<file path="config.mk">
export PLATFORM = sky130hd
export DESIGN_NAME = i2c_rx_master
export DESIGN_NICKNAME = d
export VERILOG_FILES = /design/src/rtl/i2c_rx_pkg.sv /design/src/rtl/i2c_rx_phase_timer.sv /design/src/rtl/i2c_rx_shifter.sv /design/src/rtl/i2c_rx_ctrl.sv /design/src/rtl/i2c_rx_master.sv
export SDC_FILE = /design/constraint.sdc
export NUM_CORES = 1
export LEC_CHECK = 0
export CAP_MARGIN = 10
export CORE_MARGIN = 2
export CORE_UTILIZATION = 54
export CTS_CLUSTER_SIZE = 30
export DETAILED_ROUTE_END_ITERATION = 7
export PLACE_DENSITY = 0.83
export SLEW_MARGIN = 15
export SYNTH_ARGS = -nofsm -noshare
export SYNTH_HDL_FRONTEND = slang
export SYNTH_HIERARCHICAL = 1
export SYNTH_SLANG_ARGS = --single-unit
</file>
<file path="constraint.sdc">
create_clock -name clk -period 4.4 [get_ports clk]
set_input_delay 0.88 -clock clk [delete_from_list [all_inputs] [get_ports clk]]
set_output_delay 0.88 -clock clk [all_outputs]
set_load 0.02 [all_outputs]
</file>
<file path="src/rtl/i2c_rx_pkg.sv">
package i2c_rx_pkg;

  localparam int unsigned DW = 8;
  localparam int unsigned CW = $clog2(DW);
  localparam int unsigned SW = $clog2(DW + 2);

  typedef logic [CW-1:0] len_code_t;
  typedef logic [SW-1:0] slot_t;
  typedef logic [DW-1:0] word_t;

  typedef enum logic [2:0] {
    ST_IDLE      = 3'd0,
    ST_HOLD      = 3'd1,
    ST_LOW       = 3'd2,
    ST_HIGH      = 3'd3,
    ST_STOP_LOW  = 3'd4,
    ST_STOP_HIGH = 3'd5
  } rx_state_e;

  // Data bits in a word: the all-zero code means a full word.
  function automatic slot_t bits_in_word(len_code_t code);
    return (code == '0) ? slot_t'(DW) : slot_t'(code);
  endfunction

  // Clock pulses in a word: data bits plus an optional acknowledge clock.
  function automatic slot_t slots_in_word(len_code_t code, logic ack);
    return bits_in_word(code) + slot_t'(ack);
  endfunction

  // A single bit without acknowledge is the negative-acknowledge transfer.
  function automatic logic is_closing(len_code_t code, logic ack);
    return (code == len_code_t'(1)) && !ack;
  endfunction

  function automatic logic drives_scl(rx_state_e st);
    return (st == ST_HOLD) || (st == ST_LOW) || (st == ST_STOP_LOW);
  endfunction

  // SDA level the engine wants while SCL is low in the given state.
  function automatic logic sda_target(rx_state_e st, logic ack_slot);
    case (st)
      ST_LOW:       return ack_slot;
      ST_STOP_LOW:  return 1'b1;
      ST_STOP_HIGH: return 1'b1;
      default:      return 1'b0;
    endcase
  endfunction

endpackage

</file>
<file path="src/rtl/i2c_rx_phase_timer.sv">
module i2c_rx_phase_timer #(
  parameter int TW = 8
) (
  input  logic          clk,
  input  logic          rst_n,
  input  logic          clr,
  input  logic          run,
  input  logic [TW-1:0] len,
  output logic          expire,
  output logic          at_zero
);

  logic [TW-1:0] cnt;
  logic [TW:0]   cnt_next;

  assign cnt_next = {1'b0, cnt} + {{TW{1'b0}}, 1'b1};
  assign at_zero  = (cnt == '0);
  assign expire   = run && (cnt_next >= {1'b0, len});

  always_ff @(posedge clk or negedge rst_n) begin
    if (!rst_n) begin
      cnt <= '0;
    end else if (clr || expire) begin
      cnt <= '0;
    end else if (run) begin
      cnt <= cnt_next[TW-1:0];
    end
  end

endmodule

</file>
<file path="src/rtl/i2c_rx_shifter.sv">
module i2c_rx_shifter #(
  parameter int DW = 8
) (
  input  logic          clk,
  input  logic          rst_n,
  input  logic          clr,
  input  logic          shift_en,
  input  logic          bit_in,
  input  logic          capture,
  output logic [DW-1:0] word
);

  logic [DW-1:0] sr;
  logic [DW-1:0] sr_next;

  assign sr_next = shift_en ? {sr[DW-2:0], bit_in} : sr;

  always_ff @(posedge clk or negedge rst_n) begin
    if (!rst_n) begin
      sr   <= '0;
      word <= '0;
    end else begin
      if (clr) sr <= '0;
      else     sr <= sr_next;
      if (capture) word <= sr_next;
    end
  end

endmodule

</file>
<file path="src/rtl/i2c_rx_ctrl.sv">
module i2c_rx_ctrl
  import i2c_rx_pkg::*;
(
  input  logic      clk,
  input  logic      rst_n,
  input  logic      arm,
  input  logic      rd,
  input  len_code_t code,
  input  logic      ack_en,
  input  logic      scl_high,
  input  logic      tmr_expire,
  output rx_state_e state,
  output logic      ack_slot,
  output logic      rd_accept,
  output logic      word_end,
  output logic      tmr_run,
  output logic      tmr_clr,
  output logic      pin,
  output logic      irq
);

  rx_state_e st;
  slot_t     slot;
  slot_t     total;
  slot_t     nbits;
  logic      ack_l;
  logic      closing_l;
  logic      pin_q;
  logic      irq_q;
  logic      last_slot;

  assign last_slot = (slot == total - slot_t'(1));
  assign rd_accept = (st == ST_HOLD) && rd;
  assign word_end  = (st == ST_HIGH) && tmr_expire && last_slot;
  assign ack_slot  = ack_l && (slot == nbits);
  assign tmr_clr   = (st == ST_IDLE) || (st == ST_HOLD);
  assign state     = st;
  assign pin       = pin_q;
  assign irq       = irq_q;

  always_comb begin
    case (st)
      ST_LOW, ST_STOP_LOW:   tmr_run = 1'b1;
      ST_HIGH, ST_STOP_HIGH: tmr_run = scl_high;
      default:               tmr_run = 1'b0;
    endcase
  end

  always_ff @(posedge clk or negedge rst_n) begin
    if (!rst_n) begin
      st        <= ST_IDLE;
      slot      <= '0;
      total     <= '0;
      nbits     <= '0;
      ack_l     <= 1'b0;
      closing_l <= 1'b0;
      pin_q     <= 1'b1;
      irq_q     <= 1'b0;
    end else begin
      irq_q <= 1'b0;
      case (st)
        ST_IDLE: begin
          if (arm) begin
            st    <= ST_HOLD;
            pin_q <= 1'b0;
          end
        end
        ST_HOLD: begin
          if (rd) begin
            pin_q     <= 1'b1;
            slot      <= '0;
            total     <= slots_in_word(code, ack_en);
            nbits     <= bits_in_word(code);
            ack_l     <= ack_en;
            closing_l <= is_closing(code, ack_en);
            st        <= ST_LOW;
          end
        end
        ST_LOW: begin
          if (tmr_expire) st <= ST_HIGH;
        end
        ST_HIGH: begin
          if (tmr_expire) begin
            if (last_slot) begin
              irq_q <= 1'b1;
              pin_q <= 1'b0;
              st    <= closing_l ? ST_STOP_LOW : ST_HOLD;
            end else begin
              slot <= slot + slot_t'(1);
              st   <= ST_LOW;
            end
          end
        end
        ST_STOP_LOW: begin
          if (tmr_expire) st <= ST_STOP_HIGH;
        end
        ST_STOP_HIGH: begin
          if (tmr_expire) begin
            st    <= ST_IDLE;
            pin_q <= 1'b1;
          end
        end
        default: st <= ST_IDLE;
      endcase
    end
  end

endmodule

</file>
<file path="src/rtl/i2c_rx_master.sv">
module i2c_rx_master
  import i2c_rx_pkg::*;
#(
  parameter int TW = 8
) (
  input  logic          clk,
  input  logic          rst_n,
  input  logic          rx_arm,
  input  logic          cfg_wr,
  input  logic [CW-1:0] cfg_count,
  input  logic          cfg_ack,
  input  logic          buf_rd,
  output logic [DW-1:0] buf_data,
  output logic          pin,
  output logic          irq,
  output logic          busy,
  input  logic [TW-1:0] t_low,
  input  logic [TW-1:0] t_high,
  input  logic          scl_in,
  input  logic          sda_in,
  output logic          scl_oe,
  output logic          sda_oe
);

  len_code_t code_q;
  logic      ack_q;
  rx_state_e st;
  logic      ack_slot;
  logic      rd_accept;
  logic      word_end;
  logic      sample_evt;
  logic      tmr_run;
  logic      tmr_clr;
  logic      tmr_expire;
  logic      tmr_zero;
  logic      sda_q;
  logic [TW-1:0] phase_len;

  always_ff @(posedge clk or negedge rst_n) begin
    if (!rst_n) begin
      code_q <= '0;
      ack_q  <= 1'b0;
    end else if (cfg_wr) begin
      code_q <= cfg_count;
      ack_q  <= cfg_ack;
    end
  end

  assign phase_len = ((st == ST_HIGH) || (st == ST_STOP_HIGH)) ? t_high : t_low;

  i2c_rx_phase_timer #(.TW(TW)) u_timer (
    .clk     (clk),
    .rst_n   (rst_n),
    .clr     (tmr_clr),
    .run     (tmr_run),
    .len     (phase_len),
    .expire  (tmr_expire),
    .at_zero (tmr_zero)
  );

  i2c_rx_ctrl u_ctrl (
    .clk        (clk),
    .rst_n      (rst_n),
    .arm        (rx_arm),
    .rd         (buf_rd),
    .code       (code_q),
    .ack_en     (ack_q),
    .scl_high   (scl_in),
    .tmr_expire (tmr_expire),
    .state      (st),
    .ack_slot   (ack_slot),
    .rd_accept  (rd_accept),
    .word_end   (word_end),
    .tmr_run    (tmr_run),
    .tmr_clr    (tmr_clr),
    .pin        (pin),
    .irq        (irq)
  );

  // Sample point: first cycle of a data-bit high phase with the line seen high.
  assign sample_evt = (st == ST_HIGH) && scl_in && tmr_zero && !ack_slot;

  i2c_rx_shifter #(.DW(DW)) u_shift (
    .clk      (clk),
    .rst_n    (rst_n),
    .clr      (rd_accept),
    .shift_en (sample_evt),
    .bit_in   (sda_in),
    .capture  (word_end),
    .word     (buf_data)
  );

  assign scl_oe = drives_scl(st);
  assign busy   = (st != ST_IDLE);

  // SDA moves only while SCL is already held low, or when idle (stop release).
  always_ff @(posedge clk or negedge rst_n) begin
    if (!rst_n) begin
      sda_q <= 1'b0;
    end else if (scl_oe || (st == ST_IDLE)) begin
      sda_q <= sda_target(st, ack_slot);
    end
  end

  assign sda_oe = sda_q;

endmodule

</file>
==> flow_summary.json, run 1 <==
{
  "outcome": "finished clean",
  "drc": 0,
  "cts_tree": "done",
  "cts.sinks": 48,
  "design_area_mm2": 0.00352,
  "initialDrtViolationCount": 142,
  "cts.clk_slew.worst_paths_ns": 0.10,
  "cp.arrival_ns": 3.80,
  "syn_nets": 344,
  "synthTopCellsByArea": "dfrtp_1 40%, ha_1 5.9%, mux2_2 5.7%, nand2_1 3.8%, nor2_1 3.8%",
  "cp.required_ns": 4.57,
  "h-tree-depth": 2,
  "slowest_delay_ns": 0.40,
  "yosysMostFrequentCell": "dfrtp_1",
  "end_kind": "flip-flop",
  "clk_latency_ns": 0.31,
  "synth-edff-count": 0,
  "port-buffer-count": 39,
  "clock_skew_ns": 0.0113,
  "die_h_um": 77.9,
  "num_vias": 2323,
  "ios": 40,
  "path_cells": "clkdlybuf4s50_1 > mux2_2 > ha_1 > nand2b_4 > a2111oi_4 > o31a_4 > o21ai_4 > o21a_1 > mux2_2 > nand3b_1 > or3_4 > a21oi_1 > nor3b_2",
  "cp_num_buf_inv": 1,
  "worstSetupPathType": "primary input to flip-flop",
  "rsz0062_at_grt": "false",
  "synthFlopType": "dfrtp_1",
  "synth_top_area_cell": "dfrtp_1",
  "cts_buffers": 5,
  "synthArstFlopShare": 1.00,
  "worst-slew-pin-transition_ns": 0.877,
  "place_ws_ns": 0.470,
  "row_count": 26,
  "cts_hold_buf": 0,
  "firstDrtPassIters": 4,
  "core_area_mm2": 0.00517,
  "grt_pass1_vias": 2296,
  "routed_wl_mm": 6.12,
  "maxCapViolCount": 0,
  "whs_ns": 0.442,
  "relSlewSlack": 0.413,
  "regToRegStartpoint": "u_ctrl/state[1]$_DFFE_PN0P_",
  "cts-root-buf": "clkbuf_8",
  "path_max_fanout": 6,
  "yosysTopAreaCellShare": 0.399,
  "max_freq_mhz": 276,
  "p_leak_nw": 1.55,
  "period_share": 0.824,
  "fill_cells": 378,
  "synth_cells": 303,
  "start_util": 0.570,
  "fin_ws_ns": 0.776,
  "cp-startpoint": "t_low[0]",
  "synth_warnings": 6,
  "period_minus_slack_ns": 3.62,
  "cp.depth": 13,
  "placed_area_mm2": 0.00339,
  "die_width_um": 77.9,
  "path_delay_family": "compound AO/OA/AOI/OAI gates",
  "critPathSlowestCell": "clkdlybuf4s50_1",
  "hold_viol_final": 0,
  "rrSetupSlack_ns": 0.90,
  "ys_seq_elements": 48,
  "start_kind": "primary input",
  "post_synth_num_cell_types": 56,
  "cts.repair.resized": 0,
  "grt_max_degree": 49,
  "grt_antenna_before_repair": 0,
  "synth_commonest_cells": "47 x dfrtp_1, 30 x nand2_1, 30 x nor2_1, 16 x inv_1, 15 x mux2_2",
  "drive_above_1_share": 0.138,
  "ant_nets": 0,
  "r2r_end": "u_ctrl/slot[3]$_DFFE_PN0P_",
  "ir_drop_v": 0.000416,
  "place_hpwl_mm": 4.39,
  "syn_to_final_growth_pct": 19.5,
  "finalWeightedCongestion": 0.860,
  "die_area_mm2": 0.00607,
  "endpoint": "u_ctrl/slot[3]$_DFFE_PN0P_",
  "netlist_area_mm2": 0.00295,
  "tns_ns": 0,
  "yosysSeqAreaShare": 0.408,
  "n_antenna_cell": 0,
  "hp-class": "primary input to asynchronous set/reset pin",
  "drv_slew": 0,
  "wl_per_cell_um": 14.9,
  "viasPerCell": 5.67,
  "report.final.setup_viol": 0,
  "overflow": 0,
  "grt_usage": 0.215,
  "postCtsSetupRepairBufs": 0,
  "cts_buffer_depth": 2,
  "power_density_mw_per_mm2": 644,
  "avgSynthCellArea_um2": 9.73,
  "cp_common_cell": "mux2_2",
  "fin_nets": 380,
  "grt_pass1_wl_mm": 10.6,
  "worstRegToRegCells": 14
}
[cells by family (layout without fill, tap and decap cells)]
kind of cell	Yosys count	in the layout	share of synthesized area
simple gates	109	109	0.189
compound gates	57	57	0.149
flops	48	48	0.408
buf+inv	33	70	0.0492
mux	23	23	0.0845
xor+xnor	19	19	0.0611
fa+ha+maj	14	14	0.0594
[routing by layer]
| layer | up-vias | global-route usage | part of all wire |
|---|---|---|---|
| met2 | 55 | 0.345 | 0.49 |
| met5 | - | 0 | 0 |
| met1 | 1120 | 0.288 | 0.45 |
| li1 | 1136 | - | - |
| met3 | 12 | 0.0453 | 0.043 |
| met4 | 0 | 0.0804 | 0.019 |
[state kept, by name, indices dropped and copies added (netlist names), 3 cells and up]
name and flops:
code_q 3, u_timer/cnt 8, u_ctrl/slot 4, u_shift/sr 8, u_ctrl/state 3, u_shift/word 8, u_ctrl/total 4, u_ctrl/nbits 4
[cell type report]
type	instances	area, um^2	share of cell area
Inverter	16	60.1	0.0170
Multi-Input combinational cell	222	1610	0.456
Sequential cell	48	1200	0.341
Clock buffer	5	68.8	0.0195
Timing Repair Buffer	46	450	0.128
Tap cell	70	87.6	0.0249
Clock inverter	3	47.5	0.0135
[placed cells by master (no fill, tap or decap), types with 4 or more instances in the layout]
master           Yosys  final
dfrtp_1             47     47
xor2_1               9      9
inv_1               16     16
clkdlybuf4s50_1      0     38
a21oi_1             14     14
mux2_2              15     15
ha_1                14     14
mux2i_1              8      8
clkbuf_8             0      5
nand2_1             30     30
buf_4                0      6
xnor2_1              9      9
nor2_1              30     30
nand3_1              9      9
o21ai_0             11     11
nor2b_1              5      5
nor3_1               4      4
nand2b_1            10     10
[through the flow]
stage	utilization	std cells	power, W
final	0.681	410	0.00227
after CTS	0.677	409	0.00227
after detailed placement	0.655	401	0.00193
after global routing	0.681	410	0.00244
after global placement	0.655	401	0.00188
after floorplan	-	303	0.00163
[how the worst min path moves through the flow]
stage	end	startpoint	slack (ns)	cells after the start
2_1_floorplan	u_ctrl/ack_l$_DFFE_PN0P_	u_ctrl/ack_l$_DFFE_PN0P_	0.45	2
3_3_place_gp	u_ctrl/ack_l$_DFFE_PN0P_	u_ctrl/ack_l$_DFFE_PN0P_	0.47	2
3_5_place_dp	u_ctrl/nbits[0]$_DFFE_PN0P_	u_ctrl/nbits[0]$_DFFE_PN0P_	0.49	2
4_1_cts	u_ctrl/nbits[0]$_DFFE_PN0P_	u_ctrl/nbits[0]$_DFFE_PN0P_	0.51	2
5_1_grt	u_shift/word[5]$_DFFE_PN0P_	rst_n	0.45	1
6_report	u_shift/word[6]$_DFFE_PN0P_	rst_n	0.44	1
[where the power goes]
part           total [W]  internal (W)  switching, W
clock network   0.000328      0.000171      0.000156
logic            0.00120      0.000579      0.000626
registers       0.000737      0.000585      0.000152
total            0.00227       0.00134      0.000934
No activity file was read; power rests on OpenSTA's default activity.
==> inputs of run 2 (changes only) <==
Settings changed: CORE_UTILIZATION 54 to 50, PLACE_DENSITY 0.83 to 0.81.
Clock period 4.4 ns to 3 ns, I/O delays scaled along.
==> run 2 against run 1 <==
  * The flow now finishes with violations (setup timing)
  * Global-route usage fell by 0.83 points
  * Clock-buffer cell count rose by 1
  * Flip-flop and latch count did not move
  * Non-clock buffer count rose by 20
  * Critical path type is now flip-flop to flip-flop
  * Critical endpoint unchanged
==> flow_summary.json, run 2 (synthesis gave the netlist of run 1 again) <==
{
  "cts-root-buf": "clkbuf_8",
  "syn_to_final_growth_pct": 31.6,
  "dp_cells": 422,
  "ios": 40,
  "firstDrtPassIters": 4,
  "slowest_delay_ns": 0.40,
  "overflow": 0,
  "path_delay_family": "simple AND/OR/NAND/NOR gates",
  "critPathSlowestCell": "or3_4",
  "design_area_mm2": 0.00388,
  "n_antenna_cell": 0,
  "port-buffer-count": 39,
  "report.final.setup_viol": 13,
  "cts.sinks": 48,
  "grt_antenna_before_repair": 0,
  "placed_area_mm2": 0.00361,
  "mostFrequentLayoutCells": "46 x dfrtp_1, 38 x clkdlybuf4s50_1, 30 x nand2_1, 24 x buf_4, 21 x nor2_1",
  "drv_slew": 0,
  "place_ws_ns": -0.381,
  "drc": 0,
  "viasPerCell": 5.53,
  "start_util": 0.526,
  "core_area_mm2": 0.00561,
  "violations": "setup timing",
  "initialDrtViolationCount": 168,
  "grt_max_degree": 27,
  "finalWeightedCongestion": 0.910,
  "cp_common_cell": "mux2_4",
  "p_leak_nw": 1.70,
  "power_density_mw_per_mm2": 955,
  "path_cells": "xor2_1 > nand2_2 > mux2_4 > ha_4 > nand2b_4 > a2111oi_4 > o31a_4 > o21ai_4 > o21a_1 > mux2_4 > nand3b_1 > or3_4 > a21oi_2 > nor3b_2",
  "cts_buffer_depth": 2,
  "grt_pass1_wl_mm": 10.4,
  "grt_pass1_vias": 2308,
  "die_h_um": 80.8,
  "cts.clk_slew.worst_paths_ns": 0.08,
  "ir_drop_v": 0.000601,
  "final_common_cell": "dfrtp_1",
  "routed_wl_mm": 6.49,
  "maxCapViolCount": 0,
  "worstSetupPathType": "flip-flop to flip-flop",
  "drive_above_1_share": 0.269,
  "cp_num_buf_inv": 0,
  "cp.arrival_ns": 3.33,
  "cts_tree": "done",
  "ant_nets": 0,
  "hold_viol_final": 0,
  "layoutNonFillerInstCount": 432,
  "start_kind": "flip-flop",
  "worst-slew-pin-transition_ns": 0.586,
  "path_max_fanout": 8,
  "die_width_um": 80.8,
  "row_count": 27,
  "wl_per_cell_um": 15.0,
  "period_minus_slack_ns": 3.14,
  "place_hpwl_mm": 4.64,
  "grt_usage": 0.207,
  "relSlewSlack": 0.609,
  "die_area_mm2": 0.00653,
  "end_kind": "flip-flop",
  "hp-class": "primary input to asynchronous set/reset pin",
  "fin_ws_ns": -0.140,
  "reg.largest.list": "u_shift/sr x8, u_shift/word x8, u_timer/cnt x8",
  "period_share": 1.05,
  "cts_buffers": 5,
  "num_vias": 2391,
  "rsz0062_at_grt": "true",
  "max_freq_mhz": 318,
  "clock_skew_ns": 0.00578,
  "cp.required_ns": 3.19,
  "clk_latency_ns": 0.30,
  "h-tree-depth": 2,
  "outcome": "finished with violations",
  "fin_nets": 400
}
## run 2: repair_timing
action / in CTS / in global routing
buffers inserted: 0 / 1
cloned: 0 / 1
resized for setup: 8 / 23
pin swaps: 5 / 13
hold buffers: 0 / 0
setup endpoints to repair: 15 / 15
## run 2: area by class of cell
cell class              instances  area (um^2)
multi-input cells             222         1800
fillers                       445         1730
flip-flops and latches         48         1200
repair buffers                 66          622
well taps                      72         90.1
clock buffers                   6         72.6
inverters                      16         60.1
clock inverters                 2         35.0
## run 2: stage by stage
| step | hold WS [ns] | utilization | total power, W | setup TNS (ns) |
|---|---|---|---|---|
| 6_report | 0.289 | 0.692 | 0.00371 | -0.745 |
| 5_1_grt | 0.332 | 0.692 | 0.00396 | -2.63 |
| 4_1_cts | 0.309 | 0.667 | 0.00356 | -0.678 |
| 3_5_place_dp | 0.469 | 0.644 | 0.00306 | -3.22 |
| 3_3_place_gp | 0.462 | 0.644 | 0.00298 | -2.28 |
| 2_1_floorplan | 0.304 | - | 0.00245 | -0.770 |
## run 2: per-layer routing
| metal | wire length (um) | part of all wire | GRT usage |
|---|---|---|---|
| met5 | 0 | 0 | 0 |
| met2 | 3360 | 0.52 | 0.368 |
| met1 | 2860 | 0.44 | 0.259 |
| met3 | 229 | 0.035 | 0.0344 |
| met4 | 48 | 0.0074 | 0.0644 |
## run 2: final timing paths
path	endpoint	from	slack [ns]	depth (start not counted)
worst max-delay path	u_ctrl/slot[3]$_DFFE_PN0P_	u_ctrl/state[2]$_DFFE_PN0P_	-0.14	14
worst min-delay path	code_q[2]$_DFFE_PN0P_	rst_n	0.29	1
worst max register to register	u_ctrl/slot[3]$_DFFE_PN0P_	u_ctrl/state[2]$_DFFE_PN0P_	-0.14	14
worst min register to register	u_ctrl/ack_l$_DFFE_PN0P_	u_ctrl/ack_l$_DFFE_PN0P_	0.49	2
max in group asynchronous	u_shift/word[1]$_DFFE_PN0P_	rst_n	1.99	2
min in group clk	u_ctrl/ack_l$_DFFE_PN0P_	u_ctrl/ack_l$_DFFE_PN0P_	0.49	2
## run 2: power by group
group	switching (W)	internal (W)	total, W
registers	0.000225	0.000859	0.00108
clock network	0.000213	0.000247	0.000461
logic	0.00105	0.00111	0.00216
==> inputs of run 3 (changes only) <==
Settings changed: CORE_MARGIN 2 to 8.
==> run 3 against run 2 <==
  * The run still ends with setup timing left
  * Global-route usage decreased by 5.0 points
  * Largest cell class unchanged
  * Hold slack got worse by 0.060 ns
  * Combinational power up 2%
  * Sequential share of layout area decreased by 0.13 points
  * Via count rose by 3.0%
  * Sequential power about the same
  * Clock skew grew 0.00086 ns
==> flow_summary.json, run 3 (synthesis gave the netlist of run 1 again) <==
{
  "grt_pass1_wl_mm": 11.1,
  "grt_usage": 0.157,
  "ios": 40,
  "start_kind": "flip-flop",
  "layoutNonFillerInstCount": 441,
  "switchingPower_w": 0.00150,
  "slowest_delay_ns": 0.41,
  "cts.clk_slew.worst_paths_ns": 0.09,
  "cp.arrival_ns": 3.35,
  "core_area_mm2": 0.00582,
  "place_hpwl_mm": 4.95,
  "violations": "setup timing",
  "period_share": 1.05,
  "seq_area_mm2": 0.00120,
  "cts_buffers": 5,
  "final_common_cell": "dfrtp_1",
  "viasPerCell": 5.59,
  "die_width_um": 92.8,
  "hold_viol_final": 0,
  "cts_buffer_depth": 2,
  "cp.required_ns": 3.20,
  "finalWeightedCongestion": 0.872,
  "grt_antenna_before_repair": 0,
  "reg.largest.list": "u_shift/sr x8, u_shift/word x8, u_timer/cnt x8",
  "seqPwrFrac": 0.293,
  "clock_skew_ns": 0.00665,
  "cp_common_cell": "mux2_4",
  "total_power_w": 0.00368,
  "multi_input_area_mm2": 0.00177,
  "internal-power_w": 0.00219,
  "routed_wl_mm": 6.76,
  "path_cells": "xor2_1 > nand2_2 > mux2_4 > ha_4 > nand2b_4 > a2111oi_4 > o31a_4 > o21ai_4 > o21a_1 > mux2_4 > nand3b_1 > or3_4 > a21oi_2 > nor3b_2",
  "clk_latency_ns": 0.30,
  "worst-slew-pin-transition_ns": 0.453,
  "path_delay_family": "simple AND/OR/NAND/NOR gates",
  "report.final.setup_viol": 4,
  "port-buffer-count": 39,
  "cp_num_buf_inv": 0,
  "hp-class": "primary input to asynchronous set/reset pin",
  "cts_tree": "done",
  "maxCapViolCount": 0,
  "row_count": 28,
  "end_kind": "flip-flop",
  "firstDrtPassIters": 4,
  "place_ws_ns": -0.370,
  "die_area_mm2": 0.00861,
  "drc": 0,
  "max_freq_mhz": 317,
  "worstSetupPathType": "flip-flop to flip-flop",
  "wl_per_cell_um": 15.3,
  "power_density_mw_per_mm2": 946,
  "ant_nets": 0,
  "grt_pass1_vias": 2488,
  "comb_power_share": 0.597,
  "overflow": 0,
  "dp_cells": 425,
  "p_sw_frac": 0.406,
  "p_leak_nw": 1.71,
  "ir_drop_v": 0.000618,
  "cts-root-buf": "clkbuf_8",
  "cts.sinks": 48,
  "outcome": "finished with violations",
  "h-tree-depth": 2,
  "p_clk_frac": 0.110,
  "path_max_fanout": 7,
  "n_antenna_cell": 0,
  "mostFrequentLayoutCells": "46 x dfrtp_1, 38 x clkdlybuf4s50_1, 30 x nand2_1, 29 x buf_4, 23 x nor2_1",
  "start_util": 0.507,
  "utilization": 0.670,
  "fill_cells": 468,
  "fin_ws_ns": -0.154,
  "die_h_um": 92.8,
  "initialDrtViolationCount": 109,
  "period_minus_slack_ns": 3.15,
  "critPathSlowestCell": "dfrtp_2",
  "drive_above_1_share": 0.279,
  "relSlewSlack": 0.695,
  "rsz0062_at_grt": "true",
  "drv_slew": 0,
  "fin_nets": 406,
  "num_vias": 2463,
  "grt_max_degree": 31,
  "syn_to_final_growth_pct": 32.2
}
-- run 3: cell types whose count changed in the layout (fill, tap and decap cells not counted), sizes merged --
cell | before | now
buf | 27 | 33
clkinv | 1 | 0
bufinv | 1 | 0
clkinvlp | 0 | 2
-- run 3: per-stage QoR --
stage	setup TNS (ns)	cell area (um^2)	hold slack, ns
after floorplan	-0.770	3020	0.304
after global placement	-2.17	3610	0.471
after detailed placement	-3.08	3610	0.491
after CTS	-0.671	3750	0.243
after global routing	-1.52	3900	0.257
final	-0.392	3900	0.229
-- run 3: cell type report --
type,count,area share
multi-input combinational,222,0.454
sequential,48,0.309
timing repair buffer,72,0.172
tap,75,0.0241
clock buffer,6,0.0212
inverter,16,0.0154
clock inverter,2,0.00385
-- run 3: final timing paths --
check	start	to	slack, ns	cells past startpoint
min reg2reg	u_ctrl/ack_l$_DFFE_PN0P_	u_ctrl/ack_l$_DFFE_PN0P_	0.51	2
max in group asynchronous	rst_n	u_shift/sr[5]$_DFF_PN0_	2.03	2
min in group clk	u_ctrl/ack_l$_DFFE_PN0P_	u_ctrl/ack_l$_DFFE_PN0P_	0.51	2
min	rst_n	u_ctrl/state[2]$_DFFE_PN0P_	0.23	1
max reg2reg	u_ctrl/state[1]$_DFFE_PN0P_	u_ctrl/slot[3]$_DFFE_PN0P_	-0.15	14
max	u_ctrl/state[1]$_DFFE_PN0P_	u_ctrl/slot[3]$_DFFE_PN0P_	-0.15	14
-- run 3: repair_timing --
item                                    CTS  global route
endpoints found under the setup margin   12            15
pin swaps                                 4             9
hold buffers                              0             0
setup buffers                             2             5
gates resized for setup                   7            19
gates cloned                              0             1
-- run 3: metal layers --
| layer | routed length [um] | GRT usage | vias to the layer above |
|---|---|---|---|
| met1 | 2900 | 0.181 | 1211 |
| li1 | - | - | 1186 |
| met3 | 370 | 0.0396 | 14 |
| met5 | 0 | 0 | - |
| met2 | 3370 | 0.268 | 52 |
| met4 | 113 | 0.0711 | 0 |
-- run 3: power groups by stage --
stage / Sequential [W] / Clock (W) / Combinational (W)
final: 0.00108 / 0.000407 / 0.00220
after global routing: 0.00111 / 0.000442 / 0.00240
after CTS: 0.00107 / 0.000418 / 0.00204
after detailed placement: 0.00108 / 0 / 0.00197
after global placement: 0.00107 / 0 / 0.00189
after floorplan: 0.00107 / 0 / 0.00138
